--- src/rtl/irqc_pkg.sv ---
package irqc_pkg;
  typedef enum logic {
    SENSE_LOW  = 1'b0,
    SENSE_FALL = 1'b1
  } sense_e;

  function automatic int words_for(input int items, input int per_word);
    return (items + per_word - 1) / per_word;
  endfunction
endpackage

--- src/rtl/irqc_regs.sv ---
module irqc_regs #(
  parameter int N_SRC  = 8,
  parameter int LVL_W  = 4,
  parameter int DATA_W = 16,
  parameter int ADDR_W = 2
) (
  input  logic                   clk,
  input  logic                   rst_n,
  input  logic                   we,
  input  logic [ADDR_W-1:0]      addr,
  input  logic [DATA_W-1:0]      wdata,
  output logic [DATA_W-1:0]      rdata,
  output logic [N_SRC-1:0]       sense,
  output logic [N_SRC*LVL_W-1:0] lvl
);
  localparam int PER_WORD = DATA_W / LVL_W;

  always_ff @(posedge clk or negedge rst_n) begin
    if (!rst_n) begin
      sense <= '0;
    end else if (we && addr == '0) begin
      sense <= wdata[N_SRC-1:0];
    end
  end

  for (genvar i = 0; i < N_SRC; i++) begin : g_lvl
    localparam int WORD = i / PER_WORD + 1;
    localparam int POS  = (i % PER_WORD) * LVL_W;
    always_ff @(posedge clk or negedge rst_n) begin
      if (!rst_n) begin
        lvl[i*LVL_W +: LVL_W] <= '0;
      end else if (we && addr == ADDR_W'(WORD)) begin
        lvl[i*LVL_W +: LVL_W] <= wdata[POS +: LVL_W];
      end
    end
  end

  always_comb begin
    rdata = '0;
    if (addr == '0) rdata[N_SRC-1:0] = sense;
    for (int i = 0; i < N_SRC; i++) begin
      if (addr == ADDR_W'(i / PER_WORD + 1))
        rdata[(i % PER_WORD)*LVL_W +: LVL_W] = lvl[i*LVL_W +: LVL_W];
    end
  end
endmodule

--- src/rtl/irqc_src.sv ---
module irqc_src
  import irqc_pkg::*;
#(
  parameter int SYNC_STAGES = 2
) (
  input  logic clk,
  input  logic rst_n,
  input  logic irq_n,
  input  logic sense,
  input  logic ack_hit,
  output logic pending
);
  logic [SYNC_STAGES-1:0] sh;
  logic s, prev, fall, latch;

  always_ff @(posedge clk or negedge rst_n) begin
    if (!rst_n) sh <= '1;
    else        sh <= {sh[SYNC_STAGES-2:0], irq_n};
  end
  assign s = sh[SYNC_STAGES-1];

  always_ff @(posedge clk or negedge rst_n) begin
    if (!rst_n) prev <= 1'b1;
    else        prev <= s;
  end
  assign fall = prev & ~s;

  // A new edge wins over a simultaneous acknowledge, so no edge is lost.
  always_ff @(posedge clk or negedge rst_n) begin
    if (!rst_n)                    latch <= 1'b0;
    else if (sense == SENSE_LOW)   latch <= 1'b0;
    else if (fall)                 latch <= 1'b1;
    else if (ack_hit)              latch <= 1'b0;
  end

  assign pending = (sense == SENSE_FALL) ? latch : ~s;

  a_r7_latch_holds: assert property (@(posedge clk) disable iff (!rst_n)
    (sense && latch && !ack_hit) |=> latch);
  a_r7_no_spurious_set: assert property (@(posedge clk) disable iff (!rst_n)
    (sense && !latch && !fall) |=> !latch);
  a_r9_mode_clears: assert property (@(posedge clk) disable iff (!rst_n)
    !sense |=> !latch);
endmodule

--- src/rtl/irqc_arb.sv ---
module irqc_arb #(
  parameter int N_SRC = 8,
  parameter int LVL_W = 4,
  parameter int VEC_W = 3
) (
  input  logic                   clk,
  input  logic                   rst_n,
  input  logic [N_SRC-1:0]       req,
  input  logic [N_SRC*LVL_W-1:0] lvl,
  output logic                   any,
  output logic [LVL_W-1:0]       best_lvl,
  output logic [VEC_W-1:0]       best_idx
);
  logic [N_SRC-1:0] elig;

  for (genvar i = 0; i < N_SRC; i++) begin : g_elig
    assign elig[i] = req[i] && (lvl[i*LVL_W +: LVL_W] != '0);
  end

  // Ascending scan with a strict compare: the lower index keeps a tie.
  always_comb begin
    any      = 1'b0;
    best_lvl = '0;
    best_idx = '0;
    for (int i = 0; i < N_SRC; i++) begin
      if (elig[i] && (!any || lvl[i*LVL_W +: LVL_W] > best_lvl)) begin
        any      = 1'b1;
        best_lvl = lvl[i*LVL_W +: LVL_W];
        best_idx = VEC_W'(i);
      end
    end
  end

  for (genvar i = 0; i < N_SRC; i++) begin : g_chk
    a_r4_none_higher: assert property (@(posedge clk) disable iff (!rst_n)
      elig[i] |-> (any && lvl[i*LVL_W +: LVL_W] <= best_lvl));
    a_r4_tie_low_index: assert property (@(posedge clk) disable iff (!rst_n)
      (elig[i] && lvl[i*LVL_W +: LVL_W] == best_lvl) |-> (VEC_W'(i) >= best_idx));
  end
endmodule

--- src/rtl/irq_prio_ctrl.sv ---
module irq_prio_ctrl #(
  parameter int N_SRC       = 8,
  parameter int LVL_W       = 4,
  parameter int DATA_W      = 16,
  parameter int SYNC_STAGES = 2,
  parameter int ADDR_W      = $clog2(irqc_pkg::words_for(N_SRC, DATA_W / LVL_W) + 1),
  parameter int VEC_W       = $clog2(N_SRC)
) (
  input  logic              clk,
  input  logic              rst_n,
  input  logic [N_SRC-1:0]  irq_n_i,
  input  logic              reg_we,
  input  logic [ADDR_W-1:0] reg_addr,
  input  logic [DATA_W-1:0] reg_wdata,
  output logic [DATA_W-1:0] reg_rdata,
  input  logic [LVL_W-1:0]  cpu_mask,
  input  logic              int_ack,
  output logic              int_req,
  output logic              irq_out_n,
  output logic [LVL_W-1:0]  acc_level,
  output logic [VEC_W-1:0]  acc_vector
);
  logic [N_SRC-1:0]       sense, pending, ack_hit;
  logic [N_SRC*LVL_W-1:0] lvl;
  logic                   any;

  irqc_regs #(.N_SRC(N_SRC), .LVL_W(LVL_W), .DATA_W(DATA_W), .ADDR_W(ADDR_W)) u_regs (
    .clk(clk), .rst_n(rst_n), .we(reg_we), .addr(reg_addr), .wdata(reg_wdata),
    .rdata(reg_rdata), .sense(sense), .lvl(lvl)
  );

  for (genvar i = 0; i < N_SRC; i++) begin : g_src
    assign ack_hit[i] = int_ack && int_req && (acc_vector == VEC_W'(i));
    irqc_src #(.SYNC_STAGES(SYNC_STAGES)) u_src (
      .clk(clk), .rst_n(rst_n), .irq_n(irq_n_i[i]), .sense(sense[i]),
      .ack_hit(ack_hit[i]), .pending(pending[i])
    );
  end

  irqc_arb #(.N_SRC(N_SRC), .LVL_W(LVL_W), .VEC_W(VEC_W)) u_arb (
    .clk(clk), .rst_n(rst_n), .req(pending), .lvl(lvl),
    .any(any), .best_lvl(acc_level), .best_idx(acc_vector)
  );

  assign int_req   = any && (acc_level > cpu_mask);
  assign irq_out_n = ~int_req;

  a_r5_strict_mask: assert property (@(posedge clk) disable iff (!rst_n)
    int_req |-> (acc_level > cpu_mask));
  a_r3_zero_never_wins: assert property (@(posedge clk) disable iff (!rst_n)
    int_req |-> (acc_level != '0));
  a_r5_selected_pending: assert property (@(posedge clk) disable iff (!rst_n)
    int_req |-> pending[acc_vector]);
  a_r10_ack_only_target: assert property (@(posedge clk) disable iff (!rst_n)
    !int_req |-> (ack_hit == '0));
endmodule

--- config.mk ---
export PLATFORM = sky130hd
export DESIGN_NAME = irq_prio_ctrl
export DESIGN_NICKNAME = d
export VERILOG_FILES = /design/src/rtl/irqc_pkg.sv /design/src/rtl/irqc_regs.sv /design/src/rtl/irqc_src.sv /design/src/rtl/irqc_arb.sv /design/src/rtl/irq_prio_ctrl.sv
export SDC_FILE = /design/constraint.sdc
export NUM_CORES = 1
export LEC_CHECK = 0
export CORE_ASPECT_RATIO = 1.75
export CORE_MARGIN = 2
export CORE_UTILIZATION = 53
export CTS_CLUSTER_SIZE = 10
export DETAILED_ROUTE_END_ITERATION = 6
export GPL_TIMING_DRIVEN = 0
export PLACE_DENSITY = 0.86
export SKIP_CTS_REPAIR_TIMING = 1
export SLEW_MARGIN = 30
export SYNTH_ARGS = -nofsm -noshare
export SYNTH_HDL_FRONTEND = slang
export SYNTH_HIERARCHICAL = 1
export SYNTH_SLANG_ARGS = --single-unit
--- constraint.sdc ---
create_clock -name clk -period 30.6 [get_ports clk]
set_input_delay 4.59 -clock clk [delete_from_list [all_inputs] [get_ports clk]]
set_output_delay 4.59 -clock clk [all_outputs]
set_load 0.005 [all_outputs]
==> results.sh <==
export IMPL_avgRoutedWirePerCell_um=19.75
export IMPL_syn_to_final_growth_pct=22.35
export IMPL_hp_class="reg2reg"
export IMPL_r2r_start="u_regs/sense[0]$_DFFE_PN0P_"
export IMPL_critical_path_top_delay_family="compound AO/OA/AOI/OAI gates"
export IMPL_critPathMaxStageDelay_ns=0.63
export IMPL_start_util_pct=54.68
export IMPL_critPathBufInv=3
export IMPL_antenna_cells=0
export IMPL_internal_power_mw=0.3210
export IMPL_synth_avg_cell_area_um2=11.53
export IMPL_layout_drive_gt1_share_pct=26.13
export IMPL_critPathMaxFanout=10
export IMPL_cts_root_buf="clkbuf_16"
export IMPL_yosysWarningCount=6
export IMPL_drt_pass1_iter_count=6
export IMPL_synth_cell_types=65
export IMPL_drc=0
export IMPL_cts_tree="done"
export IMPL_antenna_left=0
export IMPL_r2r_setup_slack_ns=17.01
export IMPL_crit_path_start_kind="flip-flop"
export IMPL_worst_ir_drop_vdd_uv=89.81
export IMPL_grt_first_pass_wirelength_mm=18.86
export IMPL_fp_dieH_um=129.1
export IMPL_vias_per_cell=6.226
export IMPL_routed_wl_mm=11.91
export IMPL_rows=45
export IMPL_hold_start="g_src[6].u_src/sh[0]$_DFF_PN1_"
export IMPL_setup_violations=0
export IMPL_crit_path_end_kind="primary output"
export IMPL_grt_pass1_vias=3866
export IMPL_die_w_um=75.50
export IMPL_grt_max_degree=55
export IMPL_gp_congestion=0.9196
export IMPL_ys_seq_area_share_pct=38.64
export IMPL_tightestPinTransition_ns=0.8994
export IMPL_grt_use_total_pct=26.08
export IMPL_numPortBuffers=58
export IMPL_synth_fp_nets=477
export IMPL_ys_seq_elements=72
export IMPL_synthesis_area_um2=4741
export IMPL_min_to="g_src[6].u_src/sh[1]$_DFF_PN1_"
export IMPL_synth_edf_count=0
export IMPL_io_pins=59
export IMPL_ys_flop_type="dfrtp_1"
export IMPL_slew_headroom_pct=39.41
export IMPL_layout_setup_ws_ns=12.36
export IMPL_die_area_um2=9748
export IMPL_synthCells=411
export IMPL_rsz0062_at_grt="no"
export IMPL_cp_data_required_time_ns=26.01
export IMPL_p_clk_share_pct=19.4
export IMPL_layout_commonest_cell="clkdlybuf4s50_1"
export IMPL_tns_ns=0
export IMPL_combPwrFrac_pct=56.4
export IMPL_insertion_delay_ns=0.33
export IMPL_fmax_mhz=54.82
export IMPL_grt_overflow_total=0
export IMPL_path_clk_slew_ns=0.06
export IMPL_slew_viol_final=0
export IMPL_hpwl_mm=9.160
export IMPL_criticalPathCategory="reg2out"
export IMPL_drtIter0Drc=315
export IMPL_finalClockSkew_ns=0.005935
export IMPL_clockBufferDepth=2
export IMPL_cp_slowest_cell="o21ai_0"
export IMPL_p_switching_mw=0.2210
export IMPL_p_per_area_nw_per_um2=93.44
export IMPL_drv_cap=0
export IMPL_coreArea_um2=8671
export IMPL_swShare_pct=40.78
export IMPL_timing_rr_end="g_src[1].u_src/latch$_DFFE_PN0P_"
export IMPL_htree_levels=3
export IMPL_worst_ep_arrival_time_ns=13.65
export IMPL_vias=3754
export IMPL_cts_buffers=9
export IMPL_finalHoldViolations=0
export IMPL_layout_nets=547
export IMPL_antenna_found_initial=0
export IMPL_leakagePower_nw=2.511
export IMPL_path_common_cell="ha_1"
export IMPL_cts_sinks=72
export IMPL_whs_path_depth=0
export IMPL_reg2reg_depth=55
export IMPL_post_route_period_util_pct=59.61
export IMPL_dpl_worst_slack_ns=13.06
export IMPL_status="completed"
export IMPL_final_min_clock_period_ns=18.24
export IMPL_final_cell_mix="57 x clkdlybuf4s50_1, 48 x dfrtp_1, 32 x ha_1"
export IMPL_sequentialPowerShare_pct=24.3
export IMPL_async_flop_share_pct=100.0
## metrics by stage
step,utilization [%],power [mW],hold slack [ns],instances,area [µm²]
2_1_floorplan,-,0.3276,0.3452,411,4741
5_1_grt,66.90,0.5789,0.3578,603,5801
4_1_cts,66.90,0.5411,0.3555,603,5801
6_report,66.90,0.5420,0.3544,603,5801
3_3_place_gp,63.06,0.4148,0.3460,586,5468
3_5_place_dp,63.35,0.4322,0.3479,587,5493
## cell usage after synthesis (11+ instances only)
cell | n | area, µm²
a21oi_1 | 11 | 55.05
dfrtp_1 | 48 | 1201
dfstp_2 | 24 | 630.6
ha_1 | 32 | 400.4
inv_1 | 26 | 97.59
mux2_2 | 29 | 326.6
mux2_4 | 13 | 195.2
mux2i_1 | 17 | 170.2
nand2_1 | 16 | 60.06
nand2b_1 | 15 | 93.84
nor2_1 | 12 | 45.04
o21ai_0 | 27 | 135.1
## power by group through the flow
stage                     logic (mW)  clock network [mW]  registers (mW)
after floorplan                0.204                   0           0.124
after global placement         0.284                   0           0.131
after detailed placement       0.300                   0           0.132
after CTS                      0.303               0.107           0.131
after global routing           0.334               0.112           0.133
final                          0.306               0.105           0.131
## state kept, by name, indices dropped and copies added, names as in the netlist
signal,flops
g_src.u_src/latch,8
g_src.u_src/prev,8
g_src.u_src/sh,16
u_regs/lvl,32
u_regs/sense,8
## worst max-delay path by stage
stage | from | to | slack [ns] | cells past startpoint
floorplan | u_regs/sense[0]$_DFFE_PN0P_ | irq_out_n | 15.53 | 51
global placement | u_regs/sense[0]$_DFFE_PN0P_ | irq_out_n | 13.68 | 52
detailed placement | u_regs/sense[0]$_DFFE_PN0P_ | irq_out_n | 13.06 | 52
CTS | u_regs/sense[0]$_DFFE_PN0P_ | irq_out_n | 12.62 | 52
global route | u_regs/sense[0]$_DFFE_PN0P_ | irq_out_n | 11.58 | 52
finish | u_regs/sense[0]$_DFFE_PN0P_ | irq_out_n | 12.36 | 52
## per-layer routing
| metal | global-route usage (%) | routed length, µm | vias to the layer above |
|---|---|---|---|
| li1 | - | - | 1711 |
| met1 | 28.46 | 4345 | 1842 |
| met2 | 44.04 | 6351 | 148 |
| met3 | 4.044 | 472 | 53 |
| met4 | 19.09 | 738 | 0 |
| met5 | 0 | 0 | - |
## layout make-up
cell class                 count  area (µm²)
fill                         688        2870
multi-input combinational    305        2746
sequential                    72        1832
timing repair buffer          59       605.6
clock buffer                  11       242.7
tap                          117       146.4
inverter                      26       97.59
clock inverter                 5       65.06
buffer                         8       65.06
## cells by family after synthesis
group | share of synthesized area (%)
multiplexers | 14.59
AND/OR/NAND/NOR | 14.15
AO/OA/AOI/OAI | 20.74
adder cells (fa/ha/maj) | 8.445
buffers and inverters | 3.431
flip-flops | 38.64
(Power assumes the default switching activity.)
